===== config.mk =====
export PLATFORM = sky130hd
export DESIGN_NAME = i2c_burst_master
export DESIGN_NICKNAME = d
export VERILOG_FILES = /design/src/rtl/i2cb_pkg.sv /design/src/rtl/i2cb_qtick.sv /design/src/rtl/i2cb_slot.sv /design/src/rtl/i2c_burst_master.sv
export SDC_FILE = /design/constraint.sdc
export NUM_CORES = 1
export LEC_CHECK = 0
export BUFFER_PORTS_ARGS = -buffer_cell sky130_fd_sc_hd__buf_4
export CAP_MARGIN = 20
export CORE_ASPECT_RATIO = 1.2
export CORE_UTILIZATION = 57
export DETAILED_ROUTE_END_ITERATION = 8
export GPL_ROUTABILITY_DRIVEN = 0
export GPL_TIMING_DRIVEN = 1
export PLACE_DENSITY = 0.91
export SYNTH_ARGS = -nofsm -noshare
export SYNTH_HDL_FRONTEND = slang
export SYNTH_SLANG_ARGS = --single-unit

===== constraint.sdc =====
create_clock -name clk -period 2.3 [get_ports clk]
set_input_delay 0.46 -clock clk [delete_from_list [all_inputs] [get_ports clk]]
set_output_delay 0.46 -clock clk [all_outputs]
set_load 0.01 [all_outputs]

===== src/rtl/i2cb_pkg.sv =====
package i2cb_pkg;
  // kind of bus slot the bit engine runs
  typedef enum logic [1:0] {
    SL_START,
    SL_STOP,
    SL_TX,
    SL_RX
  } slot_e;

  // transaction sequencer position
  typedef enum logic [3:0] {
    ST_IDLE,
    ST_START,
    ST_DEVW,
    ST_AHI,
    ST_ALO,
    ST_RSTART,
    ST_DEVR,
    ST_WR,
    ST_RD,
    ST_STOP
  } seq_e;
endpackage


===== src/rtl/i2cb_qtick.sv =====
module i2cb_qtick #(
  parameter int CLK_HZ = 50_000_000,
  parameter int SCL_HZ = 250_000
) (
  input  logic clk,
  input  logic rst,
  input  logic en,
  output logic tick
);
  localparam int QDIV = CLK_HZ / (4 * SCL_HZ);
  localparam int CW   = (QDIV > 1) ? $clog2(QDIV) : 1;

  logic [CW-1:0] cnt;

  always_ff @(posedge clk) begin
    if (rst || !en) begin
      cnt  <= '0;
      tick <= 1'b0;
    end else if (cnt == CW'(QDIV - 1)) begin
      cnt  <= '0;
      tick <= 1'b1;
    end else begin
      cnt  <= cnt + 1'b1;
      tick <= 1'b0;
    end
  end
endmodule


===== src/rtl/i2cb_slot.sv =====
module i2cb_slot
  import i2cb_pkg::*;
(
  input  logic       clk,
  input  logic       rst,
  input  logic       tick,
  input  logic       go,
  input  slot_e      kind,
  input  logic [7:0] tx_byte,
  input  logic       ack_drv,
  input  logic       sda_in,
  output logic       scl_oe,
  output logic       sda_oe,
  output logic       fin,
  output logic [7:0] rx_byte,
  output logic       slv_nack
);
  logic       active;
  slot_e      kind_r;
  logic [3:0] bitn;
  logic [1:0] ph;
  logic [7:0] sh;
  logic       ack_r;
  logic       short_slot;
  logic       last_q;

  assign short_slot = (kind_r == SL_START) || (kind_r == SL_STOP);
  assign last_q     = (ph == 2'd3) && (short_slot || bitn == 4'd8);
  assign rx_byte    = sh;

  always_ff @(posedge clk) begin
    if (rst) begin
      active   <= 1'b0;
      kind_r   <= SL_START;
      bitn     <= '0;
      ph       <= '0;
      sh       <= '0;
      ack_r    <= 1'b0;
      scl_oe   <= 1'b0;
      sda_oe   <= 1'b0;
      fin      <= 1'b0;
      slv_nack <= 1'b0;
    end else begin
      fin <= 1'b0;
      if (!active) begin
        if (go) begin
          active <= 1'b1;
          kind_r <= kind;
          bitn   <= '0;
          ph     <= '0;
          sh     <= tx_byte;
          ack_r  <= ack_drv;
        end
      end else if (tick) begin
        ph <= ph + 2'd1;
        if (ph == 2'd3) bitn <= bitn + 4'd1;
        if (last_q) begin
          active <= 1'b0;
          fin    <= 1'b1;
        end
        case (kind_r)
          SL_START: begin
            case (ph)
              2'd0:    sda_oe <= 1'b0;
              2'd1:    scl_oe <= 1'b0;
              2'd2:    sda_oe <= 1'b1;
              default: scl_oe <= 1'b1;
            endcase
          end
          SL_STOP: begin
            case (ph)
              2'd0: begin
                scl_oe <= 1'b1;
                sda_oe <= 1'b1;
              end
              2'd1:    scl_oe <= 1'b0;
              2'd2:    sda_oe <= 1'b0;
              default: ;
            endcase
          end
          default: begin
            case (ph)
              2'd0: begin
                scl_oe <= 1'b1;
                if (bitn == 4'd8) sda_oe <= (kind_r == SL_RX) && ack_r;
                else              sda_oe <= (kind_r == SL_TX) && !sh[7];
              end
              2'd1: scl_oe <= 1'b0;
              2'd2: begin
                if (bitn == 4'd8) begin
                  if (kind_r == SL_TX) slv_nack <= sda_in;
                end else begin
                  sh <= {sh[6:0], sda_in};
                end
              end
              default: scl_oe <= 1'b1;
            endcase
          end
        endcase
      end
    end
  end
endmodule


===== src/rtl/i2c_burst_master.sv =====
module i2c_burst_master
  import i2cb_pkg::*;
#(
  parameter int         CLK_HZ   = 50_000_000,
  parameter int         SCL_HZ   = 250_000,
  parameter logic [6:0] DEV_ADDR = 7'h50,
  parameter int         LEN_W    = 8
) (
  input  logic             clk,
  input  logic             rst,
  input  logic             start,
  input  logic             rnw,
  input  logic [15:0]      word_addr,
  input  logic             addr16,
  input  logic [LEN_W-1:0] len_m1,
  input  logic [7:0]       wdata,
  output logic             wready,
  output logic [7:0]       rdata,
  output logic             rvalid,
  output logic             busy,
  output logic             done,
  output logic             nack,
  output logic             scl_oe,
  output logic             sda_oe,
  input  logic             sda_in
);
  seq_e             state;
  logic             pend;
  logic             go_r;
  slot_e            kind_q;
  logic [7:0]       txb_q;
  logic             ackd_q;
  logic [LEN_W-1:0] rem;
  logic [7:0]       cur;
  logic [15:0]      addr_r;
  logic             a16_r;
  logic             rnw_r;
  logic             tick;
  logic             eng_fin;
  logic             eng_nack;
  logic [7:0]       eng_rx;
  slot_e            slot_k;
  logic [7:0]       slot_b;

  i2cb_qtick #(.CLK_HZ(CLK_HZ), .SCL_HZ(SCL_HZ)) u_tick (
    .clk (clk),
    .rst (rst),
    .en  (busy),
    .tick(tick)
  );

  i2cb_slot u_slot (
    .clk     (clk),
    .rst     (rst),
    .tick    (tick),
    .go      (go_r),
    .kind    (kind_q),
    .tx_byte (txb_q),
    .ack_drv (ackd_q),
    .sda_in  (sda_in),
    .scl_oe  (scl_oe),
    .sda_oe  (sda_oe),
    .fin     (eng_fin),
    .rx_byte (eng_rx),
    .slv_nack(eng_nack)
  );

  // slot kind and outgoing byte for the current sequencer position
  always_comb begin
    case (state)
      ST_START, ST_RSTART: slot_k = SL_START;
      ST_STOP:             slot_k = SL_STOP;
      ST_RD:               slot_k = SL_RX;
      default:             slot_k = SL_TX;
    endcase
    case (state)
      ST_DEVW: slot_b = {DEV_ADDR, 1'b0};
      ST_AHI:  slot_b = addr_r[15:8];
      ST_ALO:  slot_b = addr_r[7:0];
      ST_DEVR: slot_b = {DEV_ADDR, 1'b1};
      default: slot_b = cur;
    endcase
  end

  always_ff @(posedge clk) begin
    if (rst) begin
      state  <= ST_IDLE;
      pend   <= 1'b0;
      go_r   <= 1'b0;
      kind_q <= SL_START;
      txb_q  <= '0;
      ackd_q <= 1'b0;
      rem    <= '0;
      cur    <= '0;
      addr_r <= '0;
      a16_r  <= 1'b0;
      rnw_r  <= 1'b0;
      wready <= 1'b0;
      rdata  <= '0;
      rvalid <= 1'b0;
      busy   <= 1'b0;
      done   <= 1'b0;
      nack   <= 1'b0;
    end else begin
      go_r   <= 1'b0;
      wready <= 1'b0;
      rvalid <= 1'b0;
      done   <= 1'b0;
      if (state == ST_IDLE) begin
        if (start) begin
          state  <= ST_START;
          busy   <= 1'b1;
          nack   <= 1'b0;
          pend   <= 1'b0;
          addr_r <= word_addr;
          a16_r  <= addr16;
          rnw_r  <= rnw;
          rem    <= len_m1;
          cur    <= wdata;
        end
      end else if (!pend) begin
        go_r   <= 1'b1;
        pend   <= 1'b1;
        kind_q <= slot_k;
        txb_q  <= slot_b;
        ackd_q <= (rem != '0);
        if (state == ST_WR && rem != '0) wready <= 1'b1;
      end else if (eng_fin) begin
        pend <= 1'b0;
        if (kind_q == SL_TX && eng_nack) nack <= 1'b1;
        case (state)
          ST_START:  state <= ST_DEVW;
          ST_DEVW:   state <= a16_r ? ST_AHI : ST_ALO;
          ST_AHI:    state <= ST_ALO;
          ST_ALO:    state <= rnw_r ? ST_RSTART : ST_WR;
          ST_RSTART: state <= ST_DEVR;
          ST_DEVR:   state <= ST_RD;
          ST_WR: begin
            cur <= wdata;
            if (rem == '0) state <= ST_STOP;
            else           rem   <= rem - 1'b1;
          end
          ST_RD: begin
            rdata  <= eng_rx;
            rvalid <= 1'b1;
            if (rem == '0) state <= ST_STOP;
            else           rem   <= rem - 1'b1;
          end
          ST_STOP: begin
            state <= ST_IDLE;
            busy  <= 1'b0;
            done  <= 1'b1;
          end
          default: state <= ST_IDLE;
        endcase
      end
    end
  end
endmodule


==> run_results.csv, run 1 <==
group,metric,value,unit
outcome,status,"finished, final reports clean",
clock_network,root_buffer,"clkbuf_8",
detailed_routing,num_vias,3647,
sta,drv_slew,0,
min_path,hp-class,"in -> reg",
synth,ys_types,58,
setup_path,worstSetupStartpointType,"flip-flop",
floorplan,dieArea,0.007724,mm²
global_route,grt_pass1_wl,15700,µm
floorplan,die_h,96.08,µm
detailed_routing,dr.pass1.iters,5,
detailed_routing,wl_met3,444,µm
cells_and_area,synthToLayoutAreaGrowth,16.76,%
setup_path,rr_worst_depth,6,
detailed_routing,wl_per_cell,14.87,µm
placement,dpl_cell_area,0.004698,mm²
floorplan,rows,33,
sta,tightest_slew,0.6262,ns
sta,skew,0.01671,ns
global_route,overflow,0,
floorplan,core,0.006978,mm²
global_route,grt_max_degree,60,
synth,synth_seq_cells,93,
floorplan,start_util,0.6025,
synth,synthesis.nets,536,
setup_path,end_kind,"flip-flop",
setup_path,worst_ep_arrival_time,2.26,ns
sta,period_needed,2.027,ns
clock_network,clock_latency,0.38,ns
sta,timing.final.ws_setup,0.2729,ns
cells_and_area,post-route-cell-area,0.004908,mm²
power_and_ir_drop,pwr_density_cell,809.3,mW/mm²
clock_network,clock-sinks,93,
sta,tns,0,ns
clock_network,cts_buffer_depth,2,
clock_network,clkSlewWorstSetupHoldPaths,0.10,ns
sta,slew_headroom,0.5820,
setup_path,cp_max_fo,7,
cells_and_area,fillers,529,
placement,dp_hpwl,6659,µm
clock_network,cts_resized,0,
sta,setup_viol,0,
placement,portBuffers,52,
cells_and_area,antenna_cells,0,
cells_and_area,finalCoreUtilization,0.7034,
synth,synth_flop_cell,"dfxtp_1",
cells_and_area,final_cells,627,
sta,rsz0062_at_grt,"false",
placement,dp_slack,0.3017,ns
clock_network,cts_hold_buffers,0,
global_route,first_global_vias,3426,
clock_network,htreeDepth,3,
synth,syn_area_per_cell,8.615,µm²
setup_path,cp_cell_sequence,"inv_1 -> ha_1 -> or3b_2 -> o22a_2 -> a21oi_2 -> o32ai_1",
detailed_routing,ant_nets,0,
power_and_ir_drop,leakage,1.941,nW
detailed_routing,wirelength,9323,µm
detailed_routing,wl_met2,4583,µm
clock_network,postCtsSetupRepairBufs,0,
setup_path,path_class,"reg -> reg",
setup_path,worst_path_largest_cell_delay,0.49,ns
clock_network,cts_tree,"yes",
flow_run,drv_cap,0,
synth,ys_warn_count,0,
detailed_routing,top_layer,"met4",
synth,synthCells,488,
placement,placed_cells,611,
detailed_routing,drtIter0Drc,207,
power_and_ir_drop,total_power,3.973,mW
synth,synth-seq-area-share,0.4429,
sta,timing.final.crit_share,0.8814,
sta,fin_hold_ws,0.3127,ns
cells_and_area,drive_above_1_share,0.1741,
global_route,grt_usage,0.2608,
setup_path,required,2.53,ns
synth,synthArstFlopShare,0,
sta,hold_viol,0,
synth,synth_edf_count,0,
sta,clock.fmax,0.4933,GHz
detailed_routing,drc,0,
clock_network,numCtsBuffers,9,
global_route,antenna_found_initial,0,
detailed_routing,vias_per_cell,5.817,
detailed_routing,m1WireLength,4026,µm
min_path,hold_depth,3,
synth,syn-cell-area,0.004204,mm²
floorplan,die_w,80.40,µm
power_and_ir_drop,ir_worst_vdd,0.5530,mV
setup_path,crit_slowest_cell,"or3b_2",
cells_and_area,num-nets-final,583,
floorplan,num_io_pins,53,
report_power, final:
group | switching (mW) | internal [mW] | leakage (nW)
Sequential | 0.129 | 1.76 | 0.757
Combinational | 0.526 | 0.408 | 1.08
Clock | 0.620 | 0.527 | 0.104
area by class of cell:
class / count / area [µm²] / area share
inverters: 13 / 48.80 / 0.009941
flip-flops and latches: 93 / 1862 / 0.3793
multi-input cells: 351 / 2176 / 0.4433
clock buffers: 9 / 123.9 / 0.02524
repair buffers: 67 / 503.0 / 0.1025
clock inverters: 7 / 86.33 / 0.01759
well taps: 87 / 108.9 / 0.02218
per-layer routing:
| layer | GRT usage | vias to the layer above |
|---|---|---|
| met2 | 0.4308 | 105 |
| li1 | - | 1824 |
| met1 | 0.3258 | 1690 |
| met3 | 0.04455 | 28 |
| met5 | 0 | - |
| met4 | 0.1324 | 0 |
cell usage in the layout, fill, tap and decap left out, types with 2 or more instances in the layout:
cell and count:
a211oi_1 9, a21o_1 2, a21oi_1 43, a22o_1 5, a22oi_1 2, a311oi_1 2
and2_1 4, and3_1 3, buf_4 67, clkbuf_8 9, dfxtp_1 93, ha_1 10
inv_1 12, inv_6 2, inv_8 2, mux2i_1 32, nand2_1 69, nand2b_1 5
nand3_1 12, nand4_1 5, nor2_1 51, nor2b_1 4, nor3_1 16, nor3b_1 4
nor4_1 2, nor4b_1 4, nor4bb_1 2, o211ai_1 4, o21ai_0 12, o21ai_1 2
o22ai_1 5, o32ai_1 6, o41a_1 2, or3_1 2, or3b_2 2, or4_1 3
xnor2_1 2, xor2_1 4
cell families after synthesis:
kind of cell / share of synthesized area
mux: 0.08155
xor+xnor: 0.01250
flops: 0.4429
buf+inv: 0.04107
simple gates: 0.2229
fa+ha+maj: 0.02976
compound gates: 0.1693
sequential cells by signal, indices dropped and copies added (netlist names), 4 cells and up:
| register | flops |
|---|---|
| addr_r | 16 |
| rdata | 8 |
| u_tick.cnt | 6 |
| u_slot.rx_byte | 8 |
| txb_q | 8 |
| rem | 8 |
| u_slot.bitn | 4 |
| state | 4 |
| cur | 8 |
critical path, delay by kind of cell (launching register included):
kind | cells | cell delay (ns)
fa+ha+maj | 1 | 0.15
compound gates | 3 | 0.78
flops | 1 | 0.35
simple gates | 1 | 0.49
buf+inv | 1 | 0.12
worst paths after layout:
check	slack, ns	to	start
setup / recovery	0.27	rem[3]	rem[0]
hold / removal	0.31	cur[2]	wdata[2]
setup reg to reg	0.27	rem[3]	rem[0]
hold reg to reg	0.46	addr_r[5]	addr_r[5]
Yosys cell counts (all sizes together) (2+ instances only):
library cell	count	area (µm²)
a211oi	9	67.56
a21o	2	15.01
a21oi	44	224.0
a22o	5	43.79
a22oi	2	15.01
a311oi	2	17.52
and2	4	25.02
and3	3	18.77
buf	9	41.29
clkbuf	22	82.58
dfxtp	93	1862
ha	10	125.1
inv	12	45.04
mux2i	33	342.8
nand2	69	259.0
nand2b	5	31.28
nand3	12	60.06
nand4	5	31.28
nor2	51	191.4
nor2b	4	25.02
nor3	16	80.08
nor3b	4	30.03
nor4	3	18.77
nor4b	5	50.04
nor4bb	2	20.02
o211ai	4	30.03
o21ai	14	70.07
o22ai	6	51.30
o32ai	6	52.55
o41a	2	22.52
or3	2	12.51
or3b	2	17.52
or4	4	33.78
xnor2	2	17.52
xor2	4	35.03
Power figures use the tool's default switching activity.
==> inputs of run 2 (changes only) <==
--- a/config.mk
+++ b/config.mk
@@ -8,11 +8,11 @@
 export BUFFER_PORTS_ARGS = -buffer_cell sky130_fd_sc_hd__buf_4
 export CAP_MARGIN = 20
 export CORE_ASPECT_RATIO = 1.2
-export CORE_UTILIZATION = 57
+export CORE_UTILIZATION = 55
 export DETAILED_ROUTE_END_ITERATION = 8
 export GPL_ROUTABILITY_DRIVEN = 0
 export GPL_TIMING_DRIVEN = 1
-export PLACE_DENSITY = 0.91
+export PLACE_DENSITY = 0.88
 export SYNTH_ARGS = -nofsm -noshare
 export SYNTH_HDL_FRONTEND = slang
 export SYNTH_SLANG_ARGS = --single-unit
==> run 2 against run 1 <==
Wire length is 1.4% higher. Total power is 1.4% higher. Non-clock buffer count is 1 higher. Register-to-register slack worse by 0.05 ns. Combinational power is 0.5% higher. Via count is 0.82% higher. Utilization is 3.0 points lower. Critical endpoint is now state[2].
==> run_results.csv, run 2 (synthesized netlist as in run 1, its figures left out) <==
group,metric,value,unit
cells_and_area,largest-register,"addr_r",
cells_and_area,multiInputGateArea,0.002176,mm²
cells_and_area,layout_commonest_cell,"dfxtp_1",
setup_path,worstSetupStartpointType,"flip-flop",
setup_path,worst_path_largest_cell_delay,0.74,ns
detailed_routing,num_vias,3677,
detailed_routing,drc,0,
clock_network,cts_buffer_depth,2,
detailed_routing,vias_per_cell,5.837,
clock_network,postCtsSetupRepairBufs,0,
setup_path,crit_family,"flip-flops",
sta,tns,0,ns
clock_network,htreeDepth,3,
placement,portBuffers,52,
cells_and_area,largest_register_ffs,16,
floorplan,die_h,97.77,µm
power_and_ir_drop,leakage,1.946,nW
placement,dp_slack,0.2681,ns
cells_and_area,drive_above_1_share,0.1741,
floorplan,rows,34,
setup_path,cp_cell_sequence,"nor4_2 -> buf_4 -> nor2_1 -> o21ai_0 -> a311o_1",
clock_network,clock-sinks,93,
setup_path,crit_slowest_cell,"dfxtp_1",
cells_and_area,fillers,569,
cells_and_area,antenna_cells,0,
detailed_routing,wirelength,9450,µm
setup_path,required,2.55,ns
clock_network,numCtsBuffers,9,
global_route,overflow,0,
setup_path,worst_ep_arrival_time,2.32,ns
sta,period_needed,2.073,ns
floorplan,start_util,0.5746,
sta,rsz0062_at_grt,"false",
sta,tightest_slew,0.6496,ns
global_route,grt_max_degree,38,
power_and_ir_drop,total_power,4.028,mW
global_route,first_global_vias,3678,
clock_network,cts_resized,0,
min_path,hp-class,"in -> reg",
placement,dp_hpwl,6785,µm
flow_run,drv_cap,0,
cells_and_area,final_cell_mix,"dfxtp_1 (93), nand2_1 (69), buf_4 (68)",
sta,timing.final.ws_setup,0.2272,ns
floorplan,num_io_pins,53,
power_and_ir_drop,pwr_density_cell,817.0,mW/mm²
global_route,grt_usage,0.2663,
sta,skew,0.009396,ns
setup_path,cp_max_fo,21,
clock_network,clock_latency,0.37,ns
sta,fin_hold_ws,0.3303,ns
setup_path,critPathBufInv,1,
sta,clock.fmax,0.4824,GHz
detailed_routing,dr.pass1.iters,4,
floorplan,core,0.007317,mm²
sta,timing.final.crit_share,0.9012,
cells_and_area,synthToLayoutAreaGrowth,17.29,%
cells_and_area,num-nets-final,584,
setup_path,end_kind,"flip-flop",
sta,setup_viol,0,
detailed_routing,wl_per_cell,15.00,µm
detailed_routing,ant_nets,0,
global_route,antenna_found_initial,0,
setup_path,path_class,"reg -> reg",
sta,hold_viol,0,
clock_network,clkSlewWorstSetupHoldPaths,0.08,ns
sta,slew_headroom,0.5664,
floorplan,dieArea,0.007999,mm²
cells_and_area,ff_latch_area,0.001862,mm²
clock_network,cts_hold_buffers,0,
global_route,grt_pass1_wl,16510,µm
clock_network,cts_tree,"yes",
detailed_routing,drtIter0Drc,242,
power_and_ir_drop,ir_worst_vdd,0.5238,mV
clock_network,root_buffer,"clkbuf_8",
sta,drv_slew,0,
floorplan,die_w,81.81,µm
outcome,status,"finished, final reports clean",
==> run 2: power by group <==
part	total, mW	leakage, nW	internal (mW)	switching, mW
combinational	0.940	1.08	0.410	0.530
clock	1.20	0.105	0.639	0.556
sequential	1.89	0.757	1.76	0.132
total	4.03	1.95	2.81	1.22
==> run 2: final timing paths <==
path / startpoint / endpoint / slack, ns / cells after the start
min: wdata[3] / cur[3] / 0.33 / 3
max: state[2] / state[2] / 0.23 / 5
max reg2reg: state[2] / state[2] / 0.23 / 5
min reg2reg: addr_r[1] / addr_r[1] / 0.46 / 2
==> run 2: cell type report <==
type                    count  share of cell area
multi-input cells         351              0.4413
clock buffers              10             0.02791
repair buffers             68              0.1035
well taps                  90             0.02284
inverters                  13            0.009896
flip-flops and latches     93              0.3776
clock inverters             5             0.01700
==> run 2: metal layers <==
metal	vias up	share of wire	track usage	routed length, µm
met3	34	0.039	0.05514	364
met4	0	0.040	0.1377	381
met5	-	0	0	0
li1	1819	-	-	-
met1	1731	0.42	0.3218	3995
met2	93	0.50	0.4367	4709
==> run 2: per-stage QoR <==
step / cells / util / instance area [µm²]
2_1_floorplan: 488 / - / 4204
3_3_place_gp: 615 / 0.6436 / 4710
3_5_place_dp: 615 / 0.6436 / 4710
4_1_cts: 630 / 0.6739 / 4931
5_1_grt: 630 / 0.6739 / 4931
6_report: 630 / 0.6739 / 4931
==> run 2: tightest hold or removal path, delay by kind of cell <==
kind	cells	cell delay [ns]
muxes	1	0.05
buffers and inverters	1	0.08
and+or+nand+nor	1	0.08
==> inputs of run 3 (changes only) <==
--- a/config.mk
+++ b/config.mk
@@ -7,12 +7,14 @@
 export LEC_CHECK = 0
 export BUFFER_PORTS_ARGS = -buffer_cell sky130_fd_sc_hd__buf_4
 export CAP_MARGIN = 20
+export CELL_PAD_IN_SITES_DETAIL_PLACEMENT = 0
+export CELL_PAD_IN_SITES_GLOBAL_PLACEMENT = 2
 export CORE_ASPECT_RATIO = 1.2
-export CORE_UTILIZATION = 55
+export CORE_UTILIZATION = 35
 export DETAILED_ROUTE_END_ITERATION = 8
 export GPL_ROUTABILITY_DRIVEN = 0
 export GPL_TIMING_DRIVEN = 1
-export PLACE_DENSITY = 0.88
+export PLACE_DENSITY = 0.91
 export SYNTH_ARGS = -nofsm -noshare
 export SYNTH_HDL_FRONTEND = slang
 export SYNTH_SLANG_ARGS = --single-unit
==> run 3 against run 2 <==
Clock skew shrank 0.0029 ns. Sequential share of layout area shrank 1.1 points. Sequential cell count is the same. Global-route usage shrank 10 points. Critical path depth grew 1. Final area grew 2.9%. Critical endpoint is now rem[2]. Highest routed layer unchanged.
==> run_results.csv, run 3 (synthesized netlist as in run 1, its figures left out) <==
group,metric,value,unit
outcome,status,"finished, final reports clean",
power_and_ir_drop,pwr_density_cell,824.7,mW/mm²
cells_and_area,final_cell_mix,"dfxtp_1 (93), nand2_1 (69), buf_4 (69)",
power_and_ir_drop,intPower,2.909,mW
min_path,min-delay-start,"wdata[1]",
floorplan,num_io_pins,53,
power_and_ir_drop,leakage,1.975,nW
min_path,hp-class,"in -> reg",
floorplan,die_h,122.1,µm
setup_path,cp_num_cells,6,
sta,skew,0.006534,ns
setup_path,crit_slowest_cell,"or3b_2",
clock_network,cts_hold_buffers,0,
sta,tightest_slew,0.5208,ns
setup_path,r2r_slack,0.30,ns
power_and_ir_drop,p_clk_frac,0.325,
floorplan,rows,43,
clock_network,cts_tree,"yes",
flow_run,drv_cap,0,
placement,dpl_cell_area,0.004801,mm²
floorplan,die_w,102.0,µm
power_and_ir_drop,p_sw_frac,0.3045,
setup_path,worstSetupStartpointType,"flip-flop",
floorplan,start_util,0.3618,
power_and_ir_drop,power_frac_seq,0.449,
power_and_ir_drop,total_power,4.183,mW
cells_and_area,layout_commonest_cell,"dfxtp_1",
detailed_routing,dr.pass1.iters,4,
setup_path,required,2.50,ns
global_route,grt_pass1_wl,15900,µm
cells_and_area,largest-register,"addr_r",
detailed_routing,drc,0,
sta,tns,0,ns
power_and_ir_drop,p_sw,1.274,mW
placement,dp_hpwl,6972,µm
sta,period_needed,2.001,ns
setup_path,worst_ep_arrival_time,2.20,ns
clock_network,numCtsBuffers,9,
setup_path,r2r-end,"rem[2]",
floorplan,dieArea,0.01246,mm²
cells_and_area,synthToLayoutAreaGrowth,20.65,%
detailed_routing,vias_per_cell,5.110,
floorplan,core,0.01162,mm²
clock_network,clock-sinks,93,
global_route,grt_max_degree,49,
global_route,first_global_vias,3286,
cells_and_area,drive_above_1_share,0.1756,
sta,clock.fmax,0.4998,GHz
placement,portBuffers,52,
cells_and_area,num-nets-final,585,
power_and_ir_drop,combPwrFrac,0.226,
sta,hold_viol,0,
min_path,hold_depth,3,
detailed_routing,num_vias,3567,
clock_network,clock_latency,0.34,ns
detailed_routing,ant_nets,0,
setup_path,worst_path_largest_cell_delay,0.50,ns
setup_path,cp_max_fo,7,
sta,slew_headroom,0.6528,
global_route,antenna_found_initial,0,
setup_path,crit_family,"compound AO/OA/AOI/OAI gates",
clock_network,postCtsSetupRepairBufs,0,
clock_network,cts_resized,0,
setup_path,rr_worst_depth,6,
placement,placed_cells,683,
setup_path,end_kind,"flip-flop",
cells_and_area,ff_latch_area,0.001862,mm²
cells_and_area,final_cells,698,
clock_network,clkSlewWorstSetupHoldPaths,0.07,ns
clock_network,htreeDepth,3,
setup_path,cp_cell_sequence,"inv_1 -> ha_1 -> or3b_2 -> o22a_2 -> a21oi_2 -> o32ai_1",
detailed_routing,wl_per_cell,13.86,µm
setup_path,critPathBufInv,1,
cells_and_area,largest_register_ffs,16,
global_route,overflow,0,
cells_and_area,post-route-cell-area,0.005072,mm²
cells_and_area,finalCoreUtilization,0.4365,
cells_and_area,multiInputGateArea,0.002176,mm²
setup_path,rr_startpoint,"rem[0]",
clock_network,root_buffer,"clkbuf_16",
detailed_routing,wirelength,9677,µm
detailed_routing,drtIter0Drc,172,
min_path,holdPathEnd,"cur[1]",
global_route,grt_usage,0.1643,
cells_and_area,fillers,1205,
power_and_ir_drop,ir_worst_vdd,0.3353,mV
sta,setup_viol,0,
clock_network,cts_buffer_depth,2,
sta,timing.final.crit_share,0.8700,
cells_and_area,antenna_cells,0,
setup_path,path_class,"reg -> reg",
sta,drv_slew,0,
sta,rsz0062_at_grt,"false",
run 3: cell count changes in the layout (fill, tap and decap cells not counted), sizes merged:
| cell | delta |
|---|---|
| buf | +1 |
| inv | +1 |
| bufinv | -2 |
| clkbuf | -1 |
| clkinv | +2 |
run 3: through the flow:
| step | hold slack, ns | setup slack [ns] |
|---|---|---|
| 6_report | 0.3526 | 0.2991 |
| 5_1_grt | 0.3541 | 0.1632 |
| 3_5_place_dp | 0.4474 | 0.3256 |
| 2_1_floorplan | 0.4312 | 0.4882 |
| 4_1_cts | 0.3446 | 0.3112 |
| 3_3_place_gp | 0.4421 | 0.3634 |
run 3: power by group through the flow:
stage	combinational, mW	sequential (mW)	clock (mW)
2_1_floorplan	0.700	1.88	0
3_3_place_gp	0.939	1.91	0
3_5_place_dp	0.950	1.91	0
4_1_cts	0.953	1.88	1.40
5_1_grt	1.05	1.90	1.48
6_report	0.947	1.88	1.36
run 3: metal layers:
| metal | vias up | track usage | share of wire |
|---|---|---|---|
| li1 | 1837 | - | - |
| met1 | 1646 | 0.2053 | 0.45 |
| met2 | 71 | 0.2806 | 0.50 |
| met3 | 13 | 0.03041 | 0.035 |
| met4 | 0 | 0.05625 | 0.015 |
| met5 | - | 0 | 0 |
run 3: worst reg2reg max path: stages, from the launching register on:
cell     delay, ns
dfxtp_1       0.33
inv_1         0.10
ha_1          0.15
or3b_2        0.50
o22a_2        0.27
a21oi_2       0.37
o32ai_1       0.15
run 3: final cells by class:
cell class | count | share of cell area
multi-input combinational | 351 | 0.4290
timing repair buffer | 69 | 0.1021
clock inverter | 6 | 0.009127
clock buffer | 9 | 0.04440
tap | 157 | 0.03873
sequential | 93 | 0.3670
inverter | 13 | 0.009620
run 3: worst max path at each step:
stage | from | end | slack [ns]
floorplan | rem[0] | state[2] | 0.49
global placement | rem[0] | rem[1] | 0.36
detailed placement | rem[0] | rem[2] | 0.33
CTS | rem[0] | rem[2] | 0.31
global route | rem[0] | state[2] | 0.16
finish | rem[0] | rem[2] | 0.30
